==> src/rtl/ll_pkg.sv <==
package ll_pkg;

    typedef enum logic {
        SZ_WORD  = 1'b0,
        SZ_DWORD = 1'b1
    } ll_size_e;

    typedef enum logic {
        ST_IDLE = 1'b0,
        ST_WAIT = 1'b1
    } ll_state_e;

    localparam int          EXC_W         = 5;
    localparam int          WORD_W        = 32;
    localparam logic [4:0]  EXC_ADDR_LOAD = 5'd4;

    // Low address bits that must be zero for a naturally aligned access.
    function automatic logic [2:0] align_mask(ll_size_e sz);
        return (sz == SZ_DWORD) ? 3'b111 : 3'b011;
    endfunction

endpackage

==> src/rtl/ll_align_check.sv <==
module ll_align_check
    import ll_pkg::*;
(
    input  logic [2:0] addr_lo,
    input  ll_size_e   size,
    output logic       misaligned
);
    always_comb begin
        misaligned = |(addr_lo & align_mask(size));
    end
endmodule

==> src/rtl/ll_extend.sv <==
module ll_extend
    import ll_pkg::*;
#(
    parameter int XLEN = 64
) (
    input  logic [XLEN-1:0] raw,
    input  ll_size_e        size,
    output logic [XLEN-1:0] ext
);
    generate
        if (XLEN > WORD_W) begin : g_wide
            // Word results are sign-extended to register width.
            always_comb begin
                if (size == SZ_WORD)
                    ext = {{(XLEN-WORD_W){raw[WORD_W-1]}}, raw[WORD_W-1:0]};
                else
                    ext = raw;
            end
        end else begin : g_narrow
            always_comb ext = raw;
        end
    endgenerate
endmodule

==> src/rtl/ll_link_store.sv <==
module ll_link_store #(
    parameter int VA_W = 64,
    parameter int PA_W = 48,
    parameter int XLEN = 64
) (
    input  logic            clk,
    input  logic            rst,
    input  logic            set,
    input  logic            clear,
    input  logic [PA_W-1:0] set_paddr,
    input  logic [VA_W-1:0] set_vaddr,
    input  logic [XLEN-1:0] set_value,
    output logic            valid,
    output logic [PA_W-1:0] paddr,
    output logic [VA_W-1:0] vaddr,
    output logic [XLEN-1:0] value
);
    always_ff @(posedge clk) begin
        if (rst) begin
            valid <= 1'b0;
            paddr <= '0;
            vaddr <= '0;
            value <= '0;
        end else begin
            if (set) begin
                paddr <= set_paddr;
                vaddr <= set_vaddr;
                value <= set_value;
            end
            // A clear on the same edge as a new link wins.
            if (clear)
                valid <= 1'b0;
            else if (set)
                valid <= 1'b1;
        end
    end
endmodule

==> src/rtl/ll_unit.sv <==
module ll_unit
    import ll_pkg::*;
#(
    parameter int VA_W = 64,
    parameter int PA_W = 48,
    parameter int XLEN = 64
) (
    input  logic             clk,
    input  logic             rst,
    input  logic             req_valid,
    input  logic             req_dword,
    input  logic [VA_W-1:0]  req_vaddr,
    input  logic [PA_W-1:0]  req_paddr,
    input  logic             debug_mode,
    input  logic             link_clear,
    output logic             busy,
    output logic             exc_valid,
    output logic [4:0]       exc_code,
    output logic [VA_W-1:0]  badaddr,
    output logic             rsp_valid,
    output logic [XLEN-1:0]  rsp_data,
    output logic             mem_req,
    output logic [PA_W-1:0]  mem_addr,
    output logic             mem_dword,
    input  logic             mem_rvalid,
    input  logic [XLEN-1:0]  mem_rdata,
    output logic             link_valid,
    output logic [PA_W-1:0]  link_paddr,
    output logic [VA_W-1:0]  link_vaddr,
    output logic [XLEN-1:0]  link_value
);
    ll_state_e       state_q;
    logic [PA_W-1:0] pend_pa_q;
    logic [VA_W-1:0] pend_va_q;
    ll_size_e        pend_sz_q;
    logic            mem_req_q;
    logic            rsp_valid_q;
    logic [XLEN-1:0] rsp_data_q;
    logic            exc_q;
    logic [VA_W-1:0] badaddr_q;

    ll_size_e        req_sz;
    logic            req_misaligned;
    logic            accept;
    logic            complete;
    logic [XLEN-1:0] ext_data;

    assign req_sz   = req_dword ? SZ_DWORD : SZ_WORD;
    assign accept   = req_valid && (state_q == ST_IDLE);
    assign complete = (state_q == ST_WAIT) && mem_rvalid;

    ll_align_check u_align (
        .addr_lo    (req_vaddr[2:0]),
        .size       (req_sz),
        .misaligned (req_misaligned)
    );

    ll_extend #(.XLEN(XLEN)) u_ext (
        .raw  (mem_rdata),
        .size (pend_sz_q),
        .ext  (ext_data)
    );

    ll_link_store #(.VA_W(VA_W), .PA_W(PA_W), .XLEN(XLEN)) u_link (
        .clk       (clk),
        .rst       (rst),
        .set       (complete),
        .clear     (link_clear),
        .set_paddr (pend_pa_q),
        .set_vaddr (pend_va_q),
        .set_value (ext_data),
        .valid     (link_valid),
        .paddr     (link_paddr),
        .vaddr     (link_vaddr),
        .value     (link_value)
    );

    always_ff @(posedge clk) begin
        if (rst) begin
            state_q     <= ST_IDLE;
            pend_pa_q   <= '0;
            pend_va_q   <= '0;
            pend_sz_q   <= SZ_WORD;
            mem_req_q   <= 1'b0;
            rsp_valid_q <= 1'b0;
            rsp_data_q  <= '0;
            exc_q       <= 1'b0;
            badaddr_q   <= '0;
        end else begin
            mem_req_q   <= 1'b0;
            rsp_valid_q <= 1'b0;
            exc_q       <= 1'b0;
            unique case (state_q)
                ST_IDLE: begin
                    if (accept) begin
                        if (req_misaligned) begin
                            exc_q <= 1'b1;
                            if (!debug_mode)
                                badaddr_q <= req_vaddr;
                        end else begin
                            state_q   <= ST_WAIT;
                            mem_req_q <= 1'b1;
                            pend_pa_q <= req_paddr;
                            pend_va_q <= req_vaddr;
                            pend_sz_q <= req_sz;
                        end
                    end
                end
                ST_WAIT: begin
                    if (mem_rvalid) begin
                        rsp_valid_q <= 1'b1;
                        rsp_data_q  <= ext_data;
                        state_q     <= ST_IDLE;
                    end
                end
                default: state_q <= ST_IDLE;
            endcase
        end
    end

    assign busy      = (state_q == ST_WAIT);
    assign mem_req   = mem_req_q;
    assign mem_addr  = pend_pa_q;
    assign mem_dword = (pend_sz_q == SZ_DWORD);
    assign rsp_valid = rsp_valid_q;
    assign rsp_data  = rsp_data_q;
    assign exc_valid = exc_q;
    assign exc_code  = exc_q ? EXC_ADDR_LOAD : 5'd0;
    assign badaddr   = badaddr_q;
endmodule

==> config.mk <==
export PLATFORM = sky130hd
export DESIGN_NAME = ll_unit
export DESIGN_NICKNAME = d
export VERILOG_FILES = /design/src/rtl/ll_pkg.sv /design/src/rtl/ll_align_check.sv /design/src/rtl/ll_extend.sv /design/src/rtl/ll_link_store.sv /design/src/rtl/ll_unit.sv
export SDC_FILE = /design/constraint.sdc
export NUM_CORES = 1
export LEC_CHECK = 0
export ABC_AREA = 1
export BUFFER_PORTS_ARGS = -buffer_cell sky130_fd_sc_hd__buf_2
export CORE_MARGIN = 2
export CORE_UTILIZATION = 31
export DETAILED_ROUTE_END_ITERATION = 7
export SETUP_SLACK_MARGIN = 0.1
export SLEW_MARGIN = 20
export SYNTH_ARGS = -nofsm -noshare
export SYNTH_HDL_FRONTEND = slang
export SYNTH_SLANG_ARGS = --single-unit
==> constraint.sdc <==
create_clock -name clk -period 2.47 [get_ports clk]
set_clock_uncertainty 0.1 [all_clocks]
set_input_delay 0.1235 -clock clk [delete_from_list [all_inputs] [get_ports clk]]
set_output_delay 0.1235 -clock clk [all_outputs]
set_load 0.005 [all_outputs]
Yosys cells after proc, flatten, opt, wreduce, memory -nomap -nowiden
Cells that the tools add are included.

operators by class
  $add $sub $neg = 0
  multipliers = 0
  div/mod/pow operators = 0
  magnitude comparators = 0
  eq/ne operators = 0
  shift operators = 0
  muxes and demuxes = 10
  bitwise operators = 5
  reduce and logical (&&, ||, !) cells = 10

operators by type and width
  cell                                count
  64-bit 2-to-1 mux                   1
  1-bit 2-to-1 mux                    6
  3-bit 2-to-1 mux                    2
  2-bit OR reduction                  3
  3-bit OR reduction                  2
  1-bit NOT                           4
  4-bit AND reduction                 1
  3-bit bitwise AND                   1
  3-bit AND reduction                 1
  1-bit logical AND                   2
  1-bit case mux with 2 select lines  1
  2-bit AND reduction                 1

storage, ports and cells
  bits in registers = 422
  latch bits = 0
  memory bits (writable) = 0
  memory bits (read-only) = 0
  input port bits = 183
  output and inout bits = 363
  memories = 0

Depth between registers and ports, before layout
  depth in word-level cells = 7
  depth in mapped cells = 8
  gate-level depth less buffers = 6

Cells and area by module
A second synthesis with hierarchy kept.

second synthesis, totals
  cells, all modules = 2655
  area total of the unflattened synthesis = 17663.2 µm²

modules (own cells, without submodules)
  module          instances  cells each  area an instance (µm²)
  ll_unit         1          1429        9913.3
  ll_link_store   1          1118        7180.6
  ll_extend       1          105         558.0
  ll_align_check  1          3           11.3

Worst setup path after synthesis
No wires, ideal clock.

  kind = flip-flop to flip-flop
  start point = register state_q, in the netlist busy
  end point = register rsp_data_q[0], in the netlist rsp_data[0]
  library setup time = 0.116 ns
  arrival = 1.099 ns
  slack = 1.155 ns
  stages on the path, launching flop included = 7
  buffers on the path = 3
  clock period less this slack = 1.315 ns
  cells stage by stage = dfxtp_1 > nand2_1 > buf_4 > buf_2 > clkbuf_1 > o21ai_0 > nor2_1

between the ends
  longest elaborated chain between the ends = 1

ends and longest elaborated chain
  item                           RTL line        RTL
  from (decl)                    ll_unit.sv:32   ll_state_e state_q;
  from (signal assigned)         ll_unit.sv:80   state_q <= ST_IDLE;
  from (signal assigned)         ll_unit.sv:101  state_q <= ST_WAIT;
  from (signal assigned)         ll_unit.sv:113  state_q <= ST_IDLE;
  2-bit AND reduction (no line)  n/a
  to (signal assigned)           ll_unit.sv:112  rsp_data_q <= ext_data;
  to (decl)                      ll_unit.sv:38   logic [XLEN-1:0] rsp_data_q;

Every way passes these cells.
A chain may end at the register's enable or synchronous reset.

Final worst setup path
  start point = input req_vaddr[2]
  end point = register badaddr_q[10], in the netlist badaddr[10]

between the ends
  longest elaborated chain between the ends = 3

ends and longest elaborated chain
  item                           RTL line             RTL
  from (decl)                    ll_unit.sv:12        input logic [VA_W-1:0] req_vaddr,
  3-bit bitwise AND              ll_align_check.sv:9  misaligned = |(addr_lo & align_mask(size));
  3-bit OR reduction             ll_align_check.sv:9
  4-bit AND reduction (no line)  n/a
  to (signal assigned)           ll_unit.sv:99        badaddr_q <= req_vaddr;
  to (decl)                      ll_unit.sv:40        logic [VA_W-1:0] badaddr_q;

Every way passes these cells.

==> out/results.tsv <==
stage	metric	value	unit
status	status	finished, final reports clean	
synthesis	syn_inst	1854	
power_and_ir_drop	swShare	23.6	%
worst_setup_path	cp_slowest_cell	dlygate4sd3_1	
worst_setup_path	cp.arrival	2.49	ns
timing	min_period	2.13	ns
worst_setup_path	crit_top_cell	dlygate4sd3_1	
worst_setup_path	critical_path_class	in2reg	
synthesis	synth_top_area_share	52.7	%
floorplanning	initial_core_util	31.5	%
timing	hold_slack	0.0673	ns
clocking	cts_buffers	41	
power_and_ir_drop	internal-power	10500	µW
power_and_ir_drop	p_clk_share	45.9	%
cells_and_area	syn_to_final_growth	44.7	%
route	vias_per_cell	4.49	
cells_and_area	fin_area	0.0197	mm²
clocking	clock-sinks	358	
route	wl_per_cell	15.0	µm
synthesis	yosysSeqAreaShare	52.7	%
global_routing	antenna_found_initial	1	
global_routing	first_global_vias	13544	
worst_setup_path	worstSetupStartpointType	input pin	
hold_path	hold_class	in2reg	
synthesis	synthDistinctLibCells	19	
worst_setup_path	cpPeakStageDelay	0.60	ns
timing	setup_violations	0	
power_and_ir_drop	seqPwrFrac	44.3	%
synthesis	async_flop_share	0	%
route	drt_iter0_markers	836	
cells_and_area	num_antenna_cells	0	
global_routing	grt_first_pass_wirelength	70300	µm
power_and_ir_drop	peakVddDrop	497	µV
clocking	htree_levels	2	
timing	setup-tns-final	0	ns
floorplanning	rows	76	
floorplanning	die_w	214	µm
global_routing	grt_usage	19.2	%
power_and_ir_drop	power_density	700	mW/mm²
worst_setup_path	required	2.83	ns
clocking	cts_tree	done	
placement	place_area	0.0162	mm²
synthesis	ys_seq_elements	358	
clocking	cts_setup_buffers	0	
placement	io_buffers	541	
route	drc	0	
global_routing	overflow	0	
route	wirelength	46400	µm
synthesis	synthTopCellsByArea	dfxtp_1 53%, nor2_1 14%, nand2_1 9.0%	
clocking	clkTransAtPathRegs	0.05	ns
route	detail-route-antenna-nets	0	
route	vias	13876	
route	first_pass_iters	5	
worst_setup_path	critPathMaxFanout	62	
floorplanning	dieHeight	214	µm
floorplanning	core	0.0432	mm²
clocking	clockRootBuffer	clkbuf_16	
timing	tightestPinTransition	0.824	ns
cells_and_area	drive_above_1_share	25.7	%
synthesis	synth_commonest_cells	517 x nor2_1, 358 x dfxtp_1, 326 x nand2_1, 176 x o21ai_0, 114 x inv_1	
synthesis	syn_avg_cell_area	7.34	µm²
cells_and_area	finalNetCount	2653	
floorplanning	die-area	0.0456	mm²
synthesis	synth.most_common_cell	nor2_1	
timing	relSlewSlack	45.1	%
synthesis	synth_warnings	0	
timing	max_freq	470	MHz
power_and_ir_drop	power_frac_comb	9.8	%
run	max-cap-violations	0	
clocking	insertion_delay	0.54	ns
synthesis	synth_area_leader_cell	dfxtp_1	
placement	dp_hpwl	30800	µm
timing	hold_viol	0	
worst_setup_path	critPathCaptureType	flip-flop	
timing	rsz0062_at_grt	false	
worst_setup_path	cp_cell_sequence	dlygate4sd3_1 > buf_2 > nand2_1 > nand2_2 > buf_6 > nand3_1 > dlygate4sd3_1 > a21oi_1	
timing	post-route-period-util	86.2	%
placement	gp_routability_congestion	0.852	
global_routing	grt_max_degree	134	
timing	drv_slew	0	
synthesis	syn_area	0.0136	mm²
clocking	clockBufferDepth	3	
floorplanning	ioPinCount	546	
synthesis	synth-edff-count	0	
power_and_ir_drop	p_leak	0.00952	µW
power_and_ir_drop	power.switching	3260	µW
synthesis	synthFlopType	dfxtp_1	
-- worst paths after layout --
kind / slack (ns) / start / cells after the start / end
max: 0.34 / req_vaddr[2] / 8 / badaddr[10]$_SDFFE_PP0P_
min: 0.07 / debug_mode / 5 / badaddr[22]$_SDFFE_PP0P_
max reg2reg: 0.35 / busy$_SDFF_PP0_ / 7 / badaddr[63]$_SDFFE_PP0P_
min reg2reg: 0.34 / pend_va_q[0]$_SDFFE_PP0P_ / 2 / pend_va_q[0]$_SDFFE_PP0P_
-- cell usage in the layout, fill, tap and decap left out, types with 3 or more instances in the layout --
cell,instances
a21oi_1,96
buf_12,7
buf_4,13
clkbuf_1,4
clkinv_2,6
nor2_1,516
nand2_1,324
dfxtp_1,358
nand3_1,64
clkbuf_16,43
inv_1,113
nand2_2,3
conb_1,4
dlygate4sd3_1,201
clkbuf_8,17
o21ai_0,176
buf_2,541
-- cells by family (layout without fill, tap and decap cells) --
| logic type | Yosys count | in the layout | share of synthesized area, % |
|---|---|---|---|
| DFF | 358 | 358 | 52.7 |
| buffers and inverters | 310 | 955 | 11.4 |
| and+or+nand+nor | 912 | 912 | 25.9 |
| other | 1 | 4 | 0.0276 |
| AOI/OAI and AO/OA | 273 | 273 | 10.1 |
-- critical path, delay by kind of cell --
family | cells | cell delay, ns
AO/OA/AOI/OAI | 1 | 0.18
buffers and inverters | 4 | 1.70
AND/OR/NAND/NOR | 3 | 0.46
-- layout make-up --
class | instances | area [µm²]
Fill cell | 4336 | 23500
Sequential cell | 358 | 7170
Timing Repair Buffer | 764 | 4980
Multi-Input combinational cell | 1189 | 4920
Clock buffer | 64 | 1330
Tap cell | 585 | 732
Inverter | 116 | 448
Clock inverter | 11 | 114
-- repair_timing --
item	4_1_cts	5_1_grt
resized for setup	0	2
endpoints found under the setup margin	0	2
hold endpoints to repair	250	0
hold buffers	201	0
-- routing by layer --
metal  global-route usage (%)  vias to the layer above  part of all wire, %
li1                         -                     6883                    -
met1                     22.1                     6318                   41
met2                     32.7                      534                   47
met3                     4.99                      139                  7.5
met4                     10.4                        2                  4.9
met5                        0                        -                0.026
-- power groups by stage --
stage	Sequential (µW)	Combinational, µW	Clock, µW
after global routing	6130	1510	6730
after global placement	6220	1090	0
after CTS	6100	1350	6510
final	6100	1350	6330
after detailed placement	6230	1100	0
after floorplan	6220	609	0
-- stage by stage --
stage	instances	util, %	power (µW)	setup slack (ns)
finish	3087	45.6	13800	0.341
global route	3087	45.6	14400	0.185
CTS	3087	45.6	14000	0.205
detailed placement	2811	37.6	7330	0.623
global placement	2811	37.6	7310	0.693
floorplan	1857	-	6830	1.15
-- flip-flops by register name, summed over array words and instances (netlist names), 48 cells and up --
name	cells
badaddr	64
mem_addr	48
pend_va_q	64
rsp_data	64
u_link.paddr	48
u_link.vaddr	64
(Power assumes the default switching activity.)
